**src/rtl/wake_ind_pkg.sv**
```systemverilog
package wake_ind_pkg;

  localparam int NUM_EVT = 2;

  typedef struct packed {
    logic irq_high;
    logic irq_route;
    logic open_drain;
    logic active_high;
    logic pulse_mode;
  } ind_cfg_t;

  function automatic logic level_of(input logic active, input logic high);
    return high ? active : ~active;
  endfunction

  function automatic logic all_cleared(input logic [NUM_EVT-1:0] flags);
    return ~|flags;
  endfunction

endpackage

```
**src/rtl/wake_event_flags.sv**
```systemverilog
module wake_event_flags
  import wake_ind_pkg::*;
(
  input  logic                 clk,
  input  logic                 rst_n,
  input  logic [NUM_EVT-1:0]   det_i,
  input  logic                 wake_wr_i,
  input  logic [2*NUM_EVT-1:0] wake_wdata_i,
  output logic                 any_hit_o,
  output logic                 clr_release_o,
  output logic [NUM_EVT-1:0]   flags_o
);

  logic [NUM_EVT-1:0] en_q;
  logic [NUM_EVT-1:0] flag_q;
  logic [NUM_EVT-1:0] flag_d;
  logic [NUM_EVT-1:0] hit;
  logic [NUM_EVT-1:0] clr;

  for (genvar g = 0; g < NUM_EVT; g++) begin : g_lane
    assign hit[g]    = det_i[g] & en_q[g];
    assign clr[g]    = wake_wr_i & wake_wdata_i[NUM_EVT+g];
    assign flag_d[g] = hit[g] | (flag_q[g] & ~clr[g]);

    AST_FLAG_SET: assert property (@(posedge clk) disable iff (!rst_n)
      hit[g] |=> flag_q[g]);
    AST_FLAG_CLEAR: assert property (@(posedge clk) disable iff (!rst_n)
      (clr[g] && !hit[g]) |=> !flag_q[g]);
    AST_GATED_OFF: assert property (@(posedge clk) disable iff (!rst_n)
      (!en_q[g] && !flag_q[g]) |=> !flag_q[g]);
  end

  always_ff @(posedge clk or negedge rst_n) begin
    if (!rst_n) begin
      en_q   <= '0;
      flag_q <= '0;
    end else begin
      if (wake_wr_i) en_q <= wake_wdata_i[NUM_EVT-1:0];
      flag_q <= flag_d;
    end
  end

  assign any_hit_o     = |hit;
  assign clr_release_o = wake_wr_i & (|clr) & all_cleared(flag_d);
  assign flags_o       = flag_q;

endmodule

```
**src/rtl/wake_active_ctrl.sv**
```systemverilog
module wake_active_ctrl #(
  parameter int PULSE_CYCLES = 6_000_000
) (
  input  logic clk,
  input  logic rst_n,
  input  logic hit_i,
  input  logic release_i,
  input  logic pulse_mode_i,
  output logic active_o
);

  localparam int CW = $clog2(PULSE_CYCLES + 1);
  localparam logic [CW-1:0] LOAD = CW'(PULSE_CYCLES);

  logic [CW-1:0] cnt_q;
  logic          latch_q;
  logic          pulse_live;

  function automatic logic [CW-1:0] next_count(input logic [CW-1:0] c,
                                               input logic hit,
                                               input logic rel);
    if (hit)            return LOAD;
    else if (rel)       return '0;
    else if (c != '0)   return c - 1'b1;
    else                return '0;
  endfunction

  always_ff @(posedge clk or negedge rst_n) begin
    if (!rst_n) begin
      cnt_q   <= '0;
      latch_q <= 1'b0;
    end else begin
      cnt_q <= next_count(cnt_q, hit_i, release_i);
      if (hit_i)          latch_q <= 1'b1;
      else if (release_i) latch_q <= 1'b0;
    end
  end

  assign pulse_live = (cnt_q != '0);
  assign active_o   = pulse_mode_i ? pulse_live : latch_q;

  AST_PULSE_LOAD: assert property (@(posedge clk) disable iff (!rst_n)
    hit_i |=> (cnt_q == LOAD));
  AST_PULSE_DECAY: assert property (@(posedge clk) disable iff (!rst_n)
    (pulse_live && !hit_i && !release_i) |=> (cnt_q == $past(cnt_q) - 1'b1));
  AST_LEVEL_HOLD: assert property (@(posedge clk) disable iff (!rst_n)
    (latch_q && !hit_i && !release_i) |=> latch_q);
  AST_RELEASE_DROP: assert property (@(posedge clk) disable iff (!rst_n)
    (release_i && !hit_i) |=> (!latch_q && !pulse_live));

endmodule

```
**src/rtl/wake_pad_drive.sv**
```systemverilog
module wake_pad_drive
  import wake_ind_pkg::*;
(
  input  logic     active_i,
  input  ind_cfg_t cfg_i,
  input  logic     sys_irq_i,
  output logic     pme_data_o,
  output logic     pme_oe_o,
  output logic     irq_o
);

  logic irq_req;

  always_comb begin
    if (cfg_i.open_drain) begin
      pme_oe_o   = active_i;
      pme_data_o = cfg_i.active_high;
    end else begin
      pme_oe_o   = 1'b1;
      pme_data_o = level_of(active_i, cfg_i.active_high);
    end
  end

  assign irq_req = sys_irq_i | (cfg_i.irq_route & active_i);
  assign irq_o   = level_of(irq_req, cfg_i.irq_high);

endmodule

```
**src/rtl/wake_indicator.sv**
```systemverilog
module wake_indicator
  import wake_ind_pkg::*;
#(
  parameter int PULSE_CYCLES = 6_000_000
) (
  input  logic         clk,
  input  logic         rst_n,
  input  logic         magic_det_i,
  input  logic         frame_det_i,
  input  logic         wake_wr_i,
  input  logic [3:0]   wake_wdata_i,
  input  logic         pm_wr_i,
  input  logic         cfg_wr_i,
  input  logic [4:0]   cfg_wdata_i,
  input  logic         sys_irq_i,
  output logic [1:0]   wake_flags_o,
  output logic         pme_data_o,
  output logic         pme_oe_o,
  output logic         irq_o
);

  ind_cfg_t cfg_q;
  logic     any_hit;
  logic     clr_release;
  logic     release_evt;
  logic     active;

  always_ff @(posedge clk or negedge rst_n) begin
    if (!rst_n)        cfg_q <= '0;
    else if (cfg_wr_i) cfg_q <= ind_cfg_t'(cfg_wdata_i);
  end

  wake_event_flags u_flags (
    .clk           (clk),
    .rst_n         (rst_n),
    .det_i         ({frame_det_i, magic_det_i}),
    .wake_wr_i     (wake_wr_i),
    .wake_wdata_i  (wake_wdata_i),
    .any_hit_o     (any_hit),
    .clr_release_o (clr_release),
    .flags_o       (wake_flags_o)
  );

  assign release_evt = pm_wr_i | clr_release;

  wake_active_ctrl #(.PULSE_CYCLES(PULSE_CYCLES)) u_active (
    .clk          (clk),
    .rst_n        (rst_n),
    .hit_i        (any_hit),
    .release_i    (release_evt),
    .pulse_mode_i (cfg_q.pulse_mode),
    .active_o     (active)
  );

  wake_pad_drive u_pad (
    .active_i   (active),
    .cfg_i      (cfg_q),
    .sys_irq_i  (sys_irq_i),
    .pme_data_o (pme_data_o),
    .pme_oe_o   (pme_oe_o),
    .irq_o      (irq_o)
  );

  AST_OD_LEVEL: assert property (@(posedge clk) disable iff (!rst_n)
    (cfg_q.open_drain && pme_oe_o) |-> (pme_data_o == cfg_q.active_high));
  AST_PP_DRIVEN: assert property (@(posedge clk) disable iff (!rst_n)
    !cfg_q.open_drain |-> pme_oe_o);
  AST_HIT_ACTIVE: assert property (@(posedge clk) disable iff (!rst_n)
    any_hit |=> active);
  AST_IRQ_SYS: assert property (@(posedge clk) disable iff (!rst_n)
    sys_irq_i |-> (irq_o == cfg_q.irq_high));

endmodule

```
**config.mk**
```make
export PLATFORM = sky130hd
export DESIGN_NAME = wake_indicator
export DESIGN_NICKNAME = d
export VERILOG_FILES = /design/src/rtl/wake_ind_pkg.sv /design/src/rtl/wake_event_flags.sv /design/src/rtl/wake_active_ctrl.sv /design/src/rtl/wake_pad_drive.sv /design/src/rtl/wake_indicator.sv
export SDC_FILE = /design/constraint.sdc
export NUM_CORES = 1
export LEC_CHECK = 0
export BUFFER_PORTS_ARGS = -buffer_cell sky130_fd_sc_hd__buf_2
export CAP_MARGIN = 25
export CELL_PAD_IN_SITES_DETAIL_PLACEMENT = 1
export CELL_PAD_IN_SITES_GLOBAL_PLACEMENT = 1
export CORE_MARGIN = 2
export CORE_UTILIZATION = 44
export DETAILED_ROUTE_END_ITERATION = 8
export GPL_TIMING_DRIVEN = 0
export MAX_ROUTING_LAYER = met4
export PLACE_DENSITY_LB_ADDON = 0.08
export SETUP_SLACK_MARGIN = 0.4
export SKIP_CTS_REPAIR_TIMING = 1
export SLEW_MARGIN = 25
export SYNTH_ARGS = -nofsm -noshare
export SYNTH_HDL_FRONTEND = slang
export SYNTH_SLANG_ARGS = --single-unit
```
**constraint.sdc**
```tcl
create_clock -name clk -period 2.8 [get_ports clk]
set_clock_uncertainty 0.1 [all_clocks]
set_input_delay 0.28 -clock clk [delete_from_list [all_inputs] [get_ports clk]]
set_output_delay 0.28 -clock clk [all_outputs]
set_load 0.01 [all_outputs]
```
=== Yosys cells after proc, flatten, opt, wreduce, memory -nomap -nowiden ===
Index checks and enable logic that the tools add are counted.

* Register bits: 33
* Bits in latches: 0
* Memory bits (writable): 0
* Memory bits (read-only): 0
* Input port bits: 17
* Output and inout port bits: 5
* Word-level logic and storage cells: 43
* Memories: 0

* Add/sub/neg operators: 1
* Multipliers: 0
* Div/mod/pow operators: 0
* $lt $le $gt $ge: 0
* Equality and inequality tests: 0
* Shifts and indexed selects: 0
* Muxes and demuxes: 10
* Bitwise gates (word level): 17
* Reduce and logical (&&, ||, !) cells: 6

{| class="wikitable"
|+ Operators by type and width
! kind !! count
|-
| 2-to-1 mux 23 bit || 3
|-
| nonzero test 23 bit || 1
|-
| subtractor 23 x 1 -> 23 bit (second input constant) || 1
|-
| bitwise AND 1 bit || 9
|-
| 2-to-1 mux 1 bit || 7
|-
| OR reduction 2 bit || 3
|-
| NOT 1 bit || 4
|-
| bitwise OR 1 bit || 4
|-
| nonzero test 2 bit || 1
|-
| logical NOT 1 bit || 1
|}

=== Depth between registers and ports, before layout ===
* Depth in word-level cells: 10
* Gate-level depth with buffers: 8
* Depth with buffers taken out: 7

=== By module ===
A second synthesis with hierarchy kept.

* Cell total of the unflattened synthesis: 158
* Area, all modules: 1691.6 sq um

{| class="wikitable"
|+ Modules (own cells, without submodules)
! module !! times used !! cells an instance !! area an instance (sq um) !! sequential area each (sq um)
|-
| wake_active_ctrl || 1 || 126 || 1278.7 || 600.6
|-
| wake_event_flags || 1 || 16 || 188.9 || 100.1
|-
| wake_indicator || 1 || 11 || 187.7 || 125.1
|-
| wake_pad_drive || 1 || 5 || 36.3 || 0.0
|}

=== Worst setup path after synthesis ===
OpenSTA, ideal clock, no wires.

* Kind: register -> output
* Start point: register u_active.cnt_q[12]
* End point: output irq_o
* Arrival: 1.868 ns
* Required time: 2.420 ns
* Setup slack: 0.552 ns
* Cell stages (with the launch flop): 6
* Path buffers: 0
* Path through: dfrtp_1 or4_4 or2_4 nand4bb_4 a31oi_4 xor2_1

* Word-level cells in the longest chain between the ends: 6

{| class="wikitable"
|+ Ends and longest elaborated chain
! element !! line !! RTL
|-
| start, declared || wake_active_ctrl.sv:15 || <nowiki>logic [CW-1:0] cnt_q;</nowiki>
|-
| start signal, assigned || wake_active_ctrl.sv:33 || <nowiki>cnt_q <= next_count(cnt_q, hit_i, release_i);</nowiki>
|-
| nonzero test 23 bit * || wake_active_ctrl.sv:39 || <nowiki>assign pulse_live = (cnt_q != '0);</nowiki>
|-
| 2-to-1 mux 1 bit * || wake_active_ctrl.sv:40 || <nowiki>assign active_o = pulse_mode_i ? pulse_live : latch_q;</nowiki>
|-
| bitwise AND 1 bit * || wake_pad_drive.sv:24 || <nowiki>assign irq_req = sys_irq_i | (cfg_i.irq_route & active_i);</nowiki>
|-
| bitwise OR 1 bit * || wake_pad_drive.sv:24 ||
|-
| NOT 1 bit || wake_ind_pkg.sv:14 || <nowiki>return high ? active : ~active;</nowiki>
|-
| 2-to-1 mux 1 bit * || wake_ind_pkg.sv:14 ||
|-
| end, declared || wake_indicator.sv:19 || <nowiki>output logic irq_o</nowiki>
|}

Every way passes the cells marked *; elsewhere a longest branch is shown, timed or not.

=== Final worst setup path ===
* Start point: register u_active.cnt_q[13]
* End point: output pme_data_o

* Word-level cells in the longest chain between the ends: 5

{| class="wikitable"
|+ Ends and longest elaborated chain
! element !! line !! RTL
|-
| nonzero test 23 bit * || wake_active_ctrl.sv:39 ||
|-
| 2-to-1 mux 1 bit * || wake_active_ctrl.sv:40 ||
|-
| NOT 1 bit || wake_ind_pkg.sv:14 ||
|-
| 2-to-1 mux 1 bit * || wake_ind_pkg.sv:14 ||
|-
| 2-to-1 mux 1 bit * || wake_pad_drive.sv:15 || <nowiki>if (cfg_i.open_drain) begin</nowiki>
|-
| end, declared || wake_indicator.sv:17 || <nowiki>output logic pme_data_o,</nowiki>
|}

Marked as above.

==> metrics.md <==
| Metric | Value |
|---|---|
| Fmax | `about 400 MHz` |
| Via count | `1197` |
| Most frequent cells in the layout | `dfrtp_1 (32), buf_2 (23), nor2_1 (19)` |
| Post-Synth XOR/XNOR Area | `0.1185` |
| Most common cell after layout, fill and taps aside | `dfrtp_1` |
| WP data arrival | `around 2.2 ns` |
| CTS Buf Count | `5` |
| Min Hold Slack | `-0.03638 ns` |
| Final Max Tran Viols | `0` |
| Final Setup Violations | `0` |
| Drt first-iter violations | `29` |
| Die height | `64.80 um` |
| Fraction of layout cells with a size suffix above 1 | `0.3077` |
| RSZ-0062 raised after global routing | `yes` |
| Synth area leader | `dfrtp_1` |
| Final hold vios | `33` |
| Initial antenna violation count | `0` |
| Worst rel slew slack | `0.4957` |
| CP Data Required Time | `2.42 ns` |
| Worst reg2reg path depth | `6` |
| Simple-Gate Fraction of Synth Area | `0.2192` |
| PD cells | `688.0 nW/um2` |
| Routed Antenna Nets | `0` |
| Clock latency on the worst-skew pair | `0.28 ns` |
| Chip width | `~65 um` |
| Largest net degree at the start of global routing | `34` |
| Vias/cell | `5.204` |
| Synth Register Bits | `33` |
| Yosys top cell area share | `0.5077` |
| First-pass GRT wire length | `5927 um` |
| Gr usage total | `0.1922` |
| Grt total ovfl | `0` |
| Seq/Total Area, Yosys | `0.5077` |
| Main flop type after synthesis | `dfrtp_1` |
| CP startpoint | `u_active.cnt_q[13]$_DFF_PN0_` |
| Reg-to-Reg Start | `u_active.cnt_q[3]$_DFF_PN0_` |
| Post-Synthesis Cells | `149` |
| Post-Synth Adder-Cell Area | `0.01538` |
| Root Buffer | `clkbuf_8` |
| P&R area growth vs syn | `19.85%` |
| FF+latch area | `827.0 um2` |
| Antenna cells | `0` |
| DR pass1 iterations | `4` |
| Multi-input logic area | `789.5 um2` |
| Crit path max fanout | `4` |
| Worst Setup Start Kind | `register` |
| Max Cap Viol | `0` |
| GP Congestion | `0.7329` |
| I/O Buffers | `21` |
| Final WL | `3475 um` |
| Mux share of post-synthesis cell area | `0.04846` |
| Full die area | `4199 um2` |
| TritonCTS Sinks | `33` |
| Filler instances | `416` |
| Buffer depth of the longest clock path | `2` |
| P_leak | `0.8274 nW` |
| Fin crit period | `~2.6 ns` |
| DRC viols | `0` |
| Yosys warns | `0` |
| CTS tree | `done` |
| Setup CP Type | `reg -> out` |
| Synthesized area per cell | `around 11 um2` |
| Top cells by area, synth | `dfrtp_1 (51%), xnor2_1 (6.5%), xor2_1 (5.4%)` |
| Netlist cell types | `36` |
| Compound-gate portion of the synthesized area | `0.07769` |
| Vias in the first global route | `1272` |
| IO Pins | `22` |
| Synthesized Nets | `168` |
| Crit end category | `output port` |
| Worst VDD drop | `~0.36 mV` |
| Post-DP HPWL | `2393 um` |
| Setup TNS | `0 ns` |
| Number of flops mapped to enable cells by yosys | `0` |
| Dpl cells | `between 200 and 250` |
| Reg2Reg Setup Slack | `approximately 0.73 ns` |
| Tcrit/Tclk final | `0.9121` |
| Asr flop ratio synth | `1.000` |
| Core Area | `~3600 um2` |
| Avg WL per Cell | `15.11 um` |
| Number of core rows | `22` |
| H-tree depth | `2` |
| Post-Syn Area | `between 1500 and 2000 um2` |
| Largest family of logic cells by synthesized area | `simple AND/OR/NAND/NOR gates` |
| Worst slew pin tran | `0.7564 ns` |
| Worst Hold Class | `in -> async` |
| Reg clk slew, reported paths | `roughly 0.07 ns` |
| RR Endpoint | `u_active.cnt_q[11]$_DFF_PN0_` |
| Initial Util | `0.4511` |
| Violated checks | `negative hold slack` |
| Status | `complete, but fails checks` |
| Nets | `200` |
| Non-Filler Instances | `230` |
==> cell usage after synthesis, drive strengths merged, types with 2 or more instances <==
| master | number |
|---|---|
| o21ai | 10 |
| ha | 2 |
| nor4 | 7 |
| xor2 | 10 |
| nand3 | 2 |
| nand2 | 15 |
| nor3 | 5 |
| nor2 | 19 |
| or2 | 2 |
| inv | 2 |
| buf | 3 |
| a21oi | 2 |
| or4 | 5 |
| dfrtp | 33 |
| xnor2 | 12 |
| mux2 | 7 |
| or3 | 2 |
==> how the worst max path moves through the flow <==
stage,end,slack [ns]
6_report,pme_data_o,0.25
5_1_grt,pme_data_o,0.13
4_1_cts,irq_o,0.12
3_5_place_dp,irq_o,0.43
3_3_place_gp,irq_o,0.45
2_1_floorplan,irq_o,0.55
==> cell families after synthesis <==
kind of cell,Yosys count
AND/OR/NAND/NOR,62
flip-flops,33
XOR/XNOR,22
AO/OA/AOI/OAI,18
multiplexers,7
buffers and inverters,5
adder cells (fa/ha/maj),2
==> cell type report <==
| class | count | share of cell area |
|---|---|---|
| clock inverters | 1 | 0.01540 |
| clock buffers | 7 | 0.04429 |
| plain buffers | 3 | 0.007060 |
| inverters | 2 | 0.003851 |
| flip-flops and latches | 33 | 0.4243 |
| well taps | 48 | 0.03081 |
| multi-input cells | 111 | 0.4050 |
| repair buffers | 25 | 0.06932 |
==> critical path, cell delays in order, from the launching register on <==
cell and delay [ns]:
dfrtp_1 0.41, or4_4 0.55, or2_4 0.27, nand4bb_4 0.22
a21oi_2 0.16, xor2_1 0.14, buf_2 0.14
==> layer usage <==
metal	wire length (um)	global-route usage
met5	0	-
met4	25	0.04787
met3	142	0.04688
met2	1802	0.3273
met1	1505	0.2296
==> through the flow <==
stage | utilization | cell area, um2 | hold WS (ns) | worst slack [ns] | total power [mW]
2_1_floorplan | - | 1627 | -0.1156 | 0.5523 | 0.7908
3_3_place_gp | 0.4969 | 1792 | 0.2745 | 0.4467 | 0.8638
3_5_place_dp | 0.4969 | 1792 | 0.2918 | 0.4337 | 0.8788
4_1_cts | 0.5291 | 1908 | -0.01832 | 0.1205 | 1.351
5_1_grt | 0.5406 | 1949 | 0.005675 | 0.1298 | 1.424
6_report | 0.5406 | 1949 | -0.03638 | 0.2462 | 1.341
==> registers in the layout (all words and copies together) (netlist names) <==
signal / count
u_flags.flags_o: 2
u_active.cnt_q: 23
u_active.latch_q: 1
u_flags.en_q: 2
cfg_q: 5
==> power breakdown <==
part	internal, mW	total (mW)	leakage, nW	switching (mW)
clock network	0.290	0.459	0.0585	0.169
registers	0.535	0.600	0.404	0.0642
logic	0.136	0.283	0.365	0.147
Power figures use the tool's default switching activity.
